File: src/rtl/adc_store_pkg.sv
package adc_store_pkg;
  localparam int WORD_W   = 32;
  localparam int ADDR_W   = 7;
  localparam int LANE_GAP = 16;
  localparam logic [ADDR_W-1:0] OFF_ENABLE = 7'h40;
  localparam logic [ADDR_W-1:0] OFF_STATUS = 7'h41;

  typedef enum logic [1:0] {
    SEL_SLOT   = 2'd0,
    SEL_ENABLE = 2'd1,
    SEL_STATUS = 2'd2,
    SEL_NONE   = 2'd3
  } rd_sel_e;
endpackage

File: src/rtl/sample_bank.sv
module sample_bank #(
  parameter int SLOT_CNT = 64,
  parameter int SAMP_W   = 12,
  parameter int N_CONV   = 2,
  localparam int SLOT_W  = $clog2(SLOT_CNT),
  localparam int DATA_W  = SAMP_W * N_CONV
) (
  input  logic              clk,
  input  logic              rst_n,
  input  logic              wr_en,
  input  logic [SLOT_W-1:0] wr_slot,
  input  logic [DATA_W-1:0] wr_data,
  input  logic [SLOT_W-1:0] rd_slot,
  output logic [adc_store_pkg::WORD_W-1:0] rd_word
);
  import adc_store_pkg::*;

  logic [SAMP_W-1:0] lane_rd [N_CONV];

  for (genvar k = 0; k < N_CONV; k++) begin : g_lane
    logic [SAMP_W-1:0] mem_q [SLOT_CNT];

    always_ff @(posedge clk) begin
      if (!rst_n) begin
        for (int i = 0; i < SLOT_CNT; i++) mem_q[i] <= '0;
      end else if (wr_en) begin
        mem_q[wr_slot] <= wr_data[k*SAMP_W +: SAMP_W];
      end
    end

    assign lane_rd[k] = mem_q[rd_slot];

    AST_BANK_STORE: assert property (@(posedge clk) disable iff (!rst_n)
      wr_en |=> mem_q[$past(wr_slot)] == $past(wr_data[k*SAMP_W +: SAMP_W]))
      else $error("bank lane store mismatch");
  end

  always_comb begin
    rd_word = '0;
    for (int k = 0; k < N_CONV; k++) begin
      rd_word[k*LANE_GAP +: SAMP_W] = lane_rd[k];
    end
  end
endmodule

File: src/rtl/irq_ctrl.sv
module irq_ctrl (
  input  logic clk,
  input  logic rst_n,
  input  logic eop_hit,
  input  logic en_wr,
  input  logic en_wdata,
  input  logic stat_clr,
  output logic en_q,
  output logic stat_q,
  output logic irq_q
);
  always_ff @(posedge clk) begin
    if (!rst_n) begin
      en_q   <= 1'b1;
      stat_q <= 1'b0;
      irq_q  <= 1'b0;
    end else begin
      if (en_wr) en_q <= en_wdata;
      if (eop_hit)       stat_q <= 1'b1;
      else if (stat_clr) stat_q <= 1'b0;
      irq_q <= stat_q & en_q;
    end
  end

  AST_SET_WINS: assert property (@(posedge clk) disable iff (!rst_n)
    eop_hit |=> stat_q)
    else $error("status not set after end of packet");

  AST_CLR_TAKES: assert property (@(posedge clk) disable iff (!rst_n)
    (stat_clr && !eop_hit) |=> !stat_q)
    else $error("status not cleared");

  AST_STAT_HOLD: assert property (@(posedge clk) disable iff (!rst_n)
    (stat_q && !stat_clr) |=> stat_q)
    else $error("status dropped without clear");

  AST_MASK_IRQ: assert property (@(posedge clk) disable iff (!rst_n)
    !en_q |=> !irq_q)
    else $error("irq raised while masked");
endmodule

File: src/rtl/reg_read_mux.sv
module reg_read_mux #(
  parameter int SLOT_CNT = 64,
  parameter int SAMP_W   = 12,
  parameter int N_CONV   = 2
) (
  input  logic clk,
  input  logic rst_n,
  input  logic rd_en,
  input  logic [adc_store_pkg::ADDR_W-1:0] addr,
  input  logic [adc_store_pkg::WORD_W-1:0] bank_word,
  input  logic en_bit,
  input  logic stat_bit,
  output logic [adc_store_pkg::WORD_W-1:0] rdata_q
);
  import adc_store_pkg::*;

  rd_sel_e sel;
  logic [WORD_W-1:0] rd_next;
  logic [WORD_W-1:0] field_mask;

  always_comb begin
    if (int'(addr) < SLOT_CNT)  sel = SEL_SLOT;
    else if (addr == OFF_ENABLE) sel = SEL_ENABLE;
    else if (addr == OFF_STATUS) sel = SEL_STATUS;
    else                         sel = SEL_NONE;
  end

  always_comb begin
    unique case (sel)
      SEL_SLOT:   rd_next = bank_word;
      SEL_ENABLE: rd_next = {{(WORD_W-1){1'b0}}, en_bit};
      SEL_STATUS: rd_next = {{(WORD_W-1){1'b0}}, stat_bit};
      default:    rd_next = '0;
    endcase
  end

  always_ff @(posedge clk) begin
    if (!rst_n)     rdata_q <= '0;
    else if (rd_en) rdata_q <= rd_next;
  end

  always_comb begin
    field_mask = 32'h1;
    for (int k = 0; k < N_CONV; k++) field_mask[k*LANE_GAP +: SAMP_W] = '1;
  end

  AST_RSV_ZERO: assert property (@(posedge clk) disable iff (!rst_n)
    (rdata_q & ~field_mask) == '0)
    else $error("reserved read bits nonzero");

  AST_UNMAPPED: assert property (@(posedge clk) disable iff (!rst_n)
    (rd_en && int'(addr) > int'(OFF_STATUS)) |=> rdata_q == '0)
    else $error("unmapped read nonzero");

  AST_RD_HOLD: assert property (@(posedge clk) disable iff (!rst_n)
    !rd_en |=> $stable(rdata_q))
    else $error("read data changed without read");
endmodule

File: src/rtl/adc_sample_store.sv
module adc_sample_store #(
  parameter int SLOT_CNT = 64,
  parameter int SAMP_W   = 12,
  parameter int N_CONV   = 2,
  localparam int SLOT_W  = $clog2(SLOT_CNT),
  localparam int DATA_W  = SAMP_W * N_CONV
) (
  input  logic              clk,
  input  logic              rst_n,
  input  logic              s_valid,
  output logic              s_ready,
  input  logic [SLOT_W-1:0] s_slot,
  input  logic [DATA_W-1:0] s_data,
  input  logic              s_sop,
  input  logic              s_eop,
  input  logic [6:0]        bus_addr,
  input  logic              bus_wr,
  input  logic [31:0]       bus_wdata,
  input  logic              bus_rd,
  output logic [31:0]       bus_rdata,
  output logic              irq
);
  import adc_store_pkg::*;

  logic ready_q;
  logic beat;
  logic eop_hit;
  logic en_wr;
  logic stat_clr;
  logic en_q;
  logic stat_q;
  logic [WORD_W-1:0] bank_word;
  logic [WORD_W:0]   unused_in;

  assign unused_in = {s_sop, bus_wdata};

  always_ff @(posedge clk) begin
    if (!rst_n) ready_q <= 1'b0;
    else        ready_q <= 1'b1;
  end

  assign s_ready  = ready_q;
  assign beat     = s_valid & ready_q;
  assign eop_hit  = beat & s_eop;
  assign en_wr    = bus_wr && (bus_addr == OFF_ENABLE);
  assign stat_clr = bus_wr && (bus_addr == OFF_STATUS) && bus_wdata[0];

  sample_bank #(
    .SLOT_CNT (SLOT_CNT),
    .SAMP_W   (SAMP_W),
    .N_CONV   (N_CONV)
  ) bank_i (
    .clk     (clk),
    .rst_n   (rst_n),
    .wr_en   (beat),
    .wr_slot (s_slot),
    .wr_data (s_data),
    .rd_slot (bus_addr[SLOT_W-1:0]),
    .rd_word (bank_word)
  );

  irq_ctrl irq_i (
    .clk      (clk),
    .rst_n    (rst_n),
    .eop_hit  (eop_hit),
    .en_wr    (en_wr),
    .en_wdata (bus_wdata[0]),
    .stat_clr (stat_clr),
    .en_q     (en_q),
    .stat_q   (stat_q),
    .irq_q    (irq)
  );

  reg_read_mux #(
    .SLOT_CNT (SLOT_CNT),
    .SAMP_W   (SAMP_W),
    .N_CONV   (N_CONV)
  ) rmux_i (
    .clk       (clk),
    .rst_n     (rst_n),
    .rd_en     (bus_rd),
    .addr      (bus_addr),
    .bank_word (bank_word),
    .en_bit    (en_q),
    .stat_bit  (stat_q),
    .rdata_q   (bus_rdata)
  );

  AST_READY_STAYS: assert property (@(posedge clk) disable iff (!rst_n)
    s_ready |=> s_ready)
    else $error("ready dropped");

  AST_IRQ_NEEDS_STAT: assert property (@(posedge clk) disable iff (!rst_n)
    irq |-> $past(stat_q))
    else $error("irq without status");
endmodule

File: config.mk
export PLATFORM = sky130hd
export DESIGN_NAME = adc_sample_store
export DESIGN_NICKNAME = d
export VERILOG_FILES = /design/src/rtl/adc_store_pkg.sv /design/src/rtl/sample_bank.sv /design/src/rtl/irq_ctrl.sv /design/src/rtl/reg_read_mux.sv /design/src/rtl/adc_sample_store.sv
export SDC_FILE = /design/constraint.sdc
export NUM_CORES = 2
export LEC_CHECK = 0
export ABC_AREA = 1
export BUFFER_PORTS_ARGS = -buffer_cell sky130_fd_sc_hd__buf_4
export CAP_MARGIN = 20
export CORE_ASPECT_RATIO = 1.4
export CORE_MARGIN = 2
export CORE_UTILIZATION = 40
export CTS_CLUSTER_DIAMETER = 80
export DETAILED_ROUTE_END_ITERATION = 6
export GPL_TIMING_DRIVEN = 0
export PLACE_DENSITY = 0.59
export RECOVER_POWER = 50
export SYNTH_ARGS = -nofsm -noshare
export SYNTH_HDL_FRONTEND = slang
export SYNTH_SLANG_ARGS = --single-unit
export TNS_END_PERCENT = 1
File: constraint.sdc
create_clock -name clk -period 2.64 [get_ports clk]
set_input_delay 0.66 -clock clk [delete_from_list [all_inputs] [get_ports clk]]
set_output_delay 0.66 -clock clk [all_outputs]
set_load 0.05 [all_outputs]
### Yosys cells after proc, flatten, opt, wreduce, memory -nomap -nowiden

Memories as Yosys holds them, arrays and structs flattened.
Cells that the tools add are included.

* bits in registers: 36
* latch bits: 0
* bits in writable memories: 1536
* memory bits (read-only): 0
* input port bits: 76
* word-level logic and storage cells: 39
* memories kept: 2

* add/sub/neg operators: 0
* multiply operators: 0
* divide/modulo/power cells: 0
* order comparisons: 1
* equality and inequality tests: 4
* shift-type cells: 0
* multiplexer cells: 17
* bitwise logic cells: 3
* reduce and logical (&&, ||, !) cells: 7

Memories
* bank_i.g_lane[0].mem_q: words 64, bits a word 12, rd ports 1, clocked after memory_dff 0, wr ports 64, line sample_bank.sv:21 `logic [SAMP_W-1:0] mem_q [SLOT_CNT];`
* bank_i.g_lane[1].mem_q: words 64, bits a word 12, rd ports 1, clocked after memory_dff 0, wr ports 64, line sample_bank.sv:21

Operator list (number)
* $pmux 28 s3: 1
* $mux 12: 2
* $reduce_or 12->1: 2
* $eq 7x7->1 const B: 2
* $mux 6: 2
* $mux 1: 10
* $lt 7x7->1 const B: 1
* $mux 2: 2
* $and 1x1->1: 3
* $logic_and 1x1->1: 3
* $eq 2x1->1 const B: 1
* $eq 2x2->1 const B: 1
* $logic_not 2->1: 1
* $reduce_bool 2->1: 1

### Longest topological paths before layout

* depth after elaboration: 6
* gate-level depth with buffers: 19

### Hierarchy

Synthesis repeated with hierarchy kept, for this count alone.

* cell total of the unflattened synthesis: 7323
* area, all modules: 70969.3 µm²

By module, submodules not included
* sample_bank: instances 1, cells an instance 7133, area an instance 69432.8 µm², sequential area each 46124.2 µm²
* reg_read_mux: instances 1, cells an instance 161, area an instance 1341.3 µm², sequential area each 640.6 µm²
* irq_ctrl: instances 1, cells an instance 14, area an instance 107.6 µm², sequential area each 60.1 µm²
* adc_sample_store: instances 1, cells an instance 15, area an instance 87.6 µm², sequential area each 20.0 µm²

### Worst setup path after synthesis

Ideal clock, no wire load.

* path kind: input port to flip-flop
* from: input port rst_n
* to: memory bank_i.g_lane[0].mem_q[24][0] (enable)
* setup time: 381 ps
* data arrival time: 2509 ps
* data required time: 2259 ps
* path slack: -250 ps
* stages on the path: 7
* path through: buf_2 nand3_2 buf_4 nor3_2 nand2_2 buf_2 nand2_1

RTL lines
* start: declaration: line adc_sample_store.sv:9 `input logic rst_n,`
* end: declaration: line sample_bank.sv:21

### Final worst setup path

* from: input port bus_addr[1]
* to: register rmux_i.rdata_q[21] in the netlist's numbering

* word-level cells in the longest chain between the ends: 6
* elaborated cells on any way between the ends: 11

Ends and longest elaborated chain
* start: declaration: line adc_sample_store.sv:16 `input logic [6:0] bus_addr,`
* branches (longest 5 deep; another with $lt 7x7->1)
* $pmux 28 s3 (*): line reg_read_mux.sv:29 `unique case (sel)`
* end signal: assignment: line reg_read_mux.sv:39 `else if (rd_en) rdata_q <= rd_next;`
* end: declaration: line reg_read_mux.sv:13 `output logic [adc_store_pkg::WORD_W-1:0] rdata_q`

Mark *: on every way between the ends.
A chain may end at the register's enable or synchronous reset.

==> metrics.md <==
| Metric | Value |
|---|---|
| Detailed Route WL | ~380000 um |
| Max cap viols | 0 |
| Input/output buffers | 60 |
| Crit Path Category | input port to flip-flop |
| Die W | about 350 um |
| Critical R2R Capture | bank_i.g_lane[0].mem_q[54][0]$_SDFFCE_PN0P_ |
| Leakage | 30.45 nW |
| Count leader, synth | nor2_1 |
| DR vias/cell | 6.370 |
| Final setup TNS | -47.95 ns |
| Met2 usage | 63.12% |
| CP startpoint kind | input port |
| CTS max path bufs | 3 |
| Peak Freq | ~340 MHz |
| Post-synth cell types | 31 |
| CP Depth | 12 |
| Min-Delay Startpoint | s_eop |
| Power per cell area | 711.1 mW/mm^2 |
| Number of synthesized flops with an enable pin | ~1500 |
| DRT iter0 DRCs | around 11000 |
| Post-synth top flop | edfxtp_1 |
| # H-tree levels | 4 |
| Largest net degree at the start of global routing | 25 |
| Failing checks | DRC, setup timing |
| Grt ovf | 0 |
| Fin crit period | between 2 and 3 ns |
| Fin nets | 6873 |
| IO Count | 110 |
| Initial antenna violation count | 50 |
| CP Capture Type | flip-flop |
| Required @ worst endpoint | between 3 and 4 ns |
| Busiest grt layer | met2 |
| Routability Congestion | around 1.1 |
| Vias in the first global route | between 50000 and 60000 |
| Clock latency on the worst-skew pair | around 0.84 ns |
| Critical Path AT | roughly 3.7 ns |
| PnR Total Power | 0.05733 W |
| Tcrit/Tclk final | 110.7% |
| Die extent in y | 491.6 um |
| Finished Layout Cells | approximately 9200 |
| Post-synthesis instance total | around 6400 |
| DR vias | approximately 60000 |
| Slowest CP cell | buf_4 |
| Synth Register Bits | ~1600 |
| All-layer global routing usage | 43.02% |
| Met3 Use GR | 14.39% |
| Critical R2R Launch | s_ready$_DFF_P_ |
| Util after Layout | a little under half |
| Initial Util | around two fifths |
| Slew Limit Fails | 0 |
| Num CTS Buffers | 155 |
| Final WS setup | -0.2835 ns |
| Commonest cells in the netlist | nor2_1 (2005), edfxtp_1 (1536), nand2_1 (884) |
| Post-Synthesis Cell Area | approximately 0.068 sq mm |
| Clock Skew | 0.03245 ns |
| Yosys top cell area share | 67.89% |
| Register Area | roughly 0.047 sq mm |
| First-pass GRT wire length | approximately 500000 um |
| DRC violations left | 4 |
| Die ar. | 0.1732 sq mm |
| Final setup vio count | roughly 780 |
| Area delta synth->final | 18.66% |
| Max VDD drop | between 0.6 and 0.7 mV |
| Buffer and inverter count on the worst path | 4 |
| Synthesized area per cell | about 11 sq um |
| Slowest stage delay, CP | between 0.4 and 0.5 ns |
| Post-DP HPWL | 268100 um |
| Fraction of layout cells with a size suffix above 1 | between 10% and 20% |
| Post-Place Cells | 8877 |
| Ranking of synthesized cells by area | edfxtp_1 (68%), nor2_1 (11%), nand2_1 (4.9%) |
| DR WL/cell | between 40 and 50 um |
| Register area share after synthesis | between 60 and 70% |
| R2R depth | 7 |
| Crit. Startpoint | bus_addr[1] |
| RSZ-0062 raised after global routing | yes |
| Delay-heaviest family, CP | simple AND/OR/NAND/NOR gates |
| Ys Warns | 0 |
| Clock-pin slew on the worst setup and hold paths | 0.06 ns |
| Pre-antenna DRT Iters | 7 |
| Final Hold Viols | 0 |
| GR met1 Demand/Resource | approximately 47% |
| Core area | between 0.15 and 0.2 sq mm |
| Fillers | around 16000 |
| Antenna Nets Post-Route | 0 |
| Rows | roughly 180 |
| CP Capture Point | rmux_i.rdata_q[21]$_SDFFE_PN0P_ |
| Root Driver | clkbuf_16 |
| Cell Chain, Critical Path | buf_4 -> buf_6 -> clkbuf_4 -> buf_4 -> o21ai_0 -> o211ai_1 -> nand3_2 -> nand3_1 -> nand3_1 -> nand2_2 -> nand2_1 -> a21oi_1 |
| Multi-input gate area | 0.01979 sq mm |
| Crit Path Max Fanout | 13 |
| CTS Sinks | roughly 1600 |
| Worst slew pin tran | approximately 1.3 ns |
| Slew headroom | between 10% and 20% |
| Area leader, netlist | edfxtp_1 |
| R2r setup slk | -0.15 ns |
| Ys async rst share | 0% |
| CTS tree | built |
| HP Class | input port to flip-flop |
| Outcome | finished, violations left |
==> power by group <==
group | switching (W) | internal, W
clock network | 0.0103 | 0.0125
registers | 0.000188 | 0.0278
logic | 0.00527 | 0.00129
==> placed cells by master, fill, tap and decap left out, types with 14 or more instances in the layout <==
cell and instances:
nor2_1 2001, edfxtp_1 1536, nand2_1 790, o21ai_0 427
clkbuf_1 302, nand3_1 196, a21oi_1 196, o211ai_1 188
clkbuf_16 160, clkbuf_2 100, buf_4 100, a22oi_1 99
nand4_1 83, buf_2 70, buf_8 69, clkbuf_4 60
diode_2 55, inv_1 48, nand2_2 46, o21ai_1 42
buf_16 42, nand2_4 39, clkinv_1 38, buf_6 33
nand3_2 32, dfxtp_1 28, inv_2 27, nand2_8 27
clkinv_2 24, nand3_4 17, bufinv_16 14
==> sequential cells by signal, indices dropped and copies added, names as in the netlist <==
register	cells
irq_i.stat_q	1
irq_i.irq_q	1
rmux_i.rdata_q	24
bank_i.g_lane.mem_q	1536
s_ready	1
irq_i.en_q	1
==> kinds of logic after synthesis <==
kind of cell | count (synthesis) | share of synthesized area [%]
AO/OA/AOI/OAI | 956 | 8.107
buffers and inverters | 655 | 4.105
other | 1 | 0.005519
flip-flops | 1564 | 68.71
AND/OR/NAND/NOR | 3263 | 19.07
==> routing by layer <==
layer  part of all wire, %  wire, um
met1                    30    114600
met2                    43    161500
met3                    13     48420
met4                    14     52260
met5                 0.024        92
==> stage by stage <==
step | hold slack, ns | setup slack, ns | instance area (sq um)
after CTS | 0.01533 | -0.1854 | 80020
after floorplan | 0.4228 | -0.2150 | 67990
after detailed placement | 0.4438 | -2.068 | 73510
after global routing | 0.04366 | -0.1304 | 80490
after global placement | 0.4413 | -3.605 | 71270
final | 0.03711 | -0.2835 | 80620
==> worst min-delay path by stage <==
| stage | cells past startpoint | end | slack, ns |
|---|---|---|---|
| 2_1_floorplan | 2 | irq_i.irq_q$_SDFF_PN0_ | 0.42 |
| 4_1_cts | 2 | irq_i.stat_q$_SDFFE_PN0P_ | 0.02 |
| 3_5_place_dp | 2 | irq_i.irq_q$_SDFF_PN0_ | 0.44 |
| 5_1_grt | 2 | irq_i.stat_q$_SDFFE_PN0P_ | 0.04 |
| 6_report | 2 | irq_i.stat_q$_SDFFE_PN0P_ | 0.04 |
| 3_3_place_gp | 2 | irq_i.irq_q$_SDFF_PN0_ | 0.44 |
==> area by class of cell <==
type                       instances  share of cell area, %
tap                             2262                  3.511
clock buffer                     194                  5.137
inverter                          78                 0.3663
timing repair buffer             194                  3.480
clock inverter                    86                 0.9887
buffer                           577                  3.894
antenna                           55                 0.1707
sequential                      1564                  57.91
multi-input combinational       4227                  24.54
==> timing repair <==
item	4_1_cts	5_1_grt
hold buffers	1	0
buffers inserted	10	0
hold endpoints to repair	1	0
resized for setup	450	190
pin swaps	10	10
setup endpoints to repair	1750	1229
No activity file was read; power rests on OpenSTA's default activity.
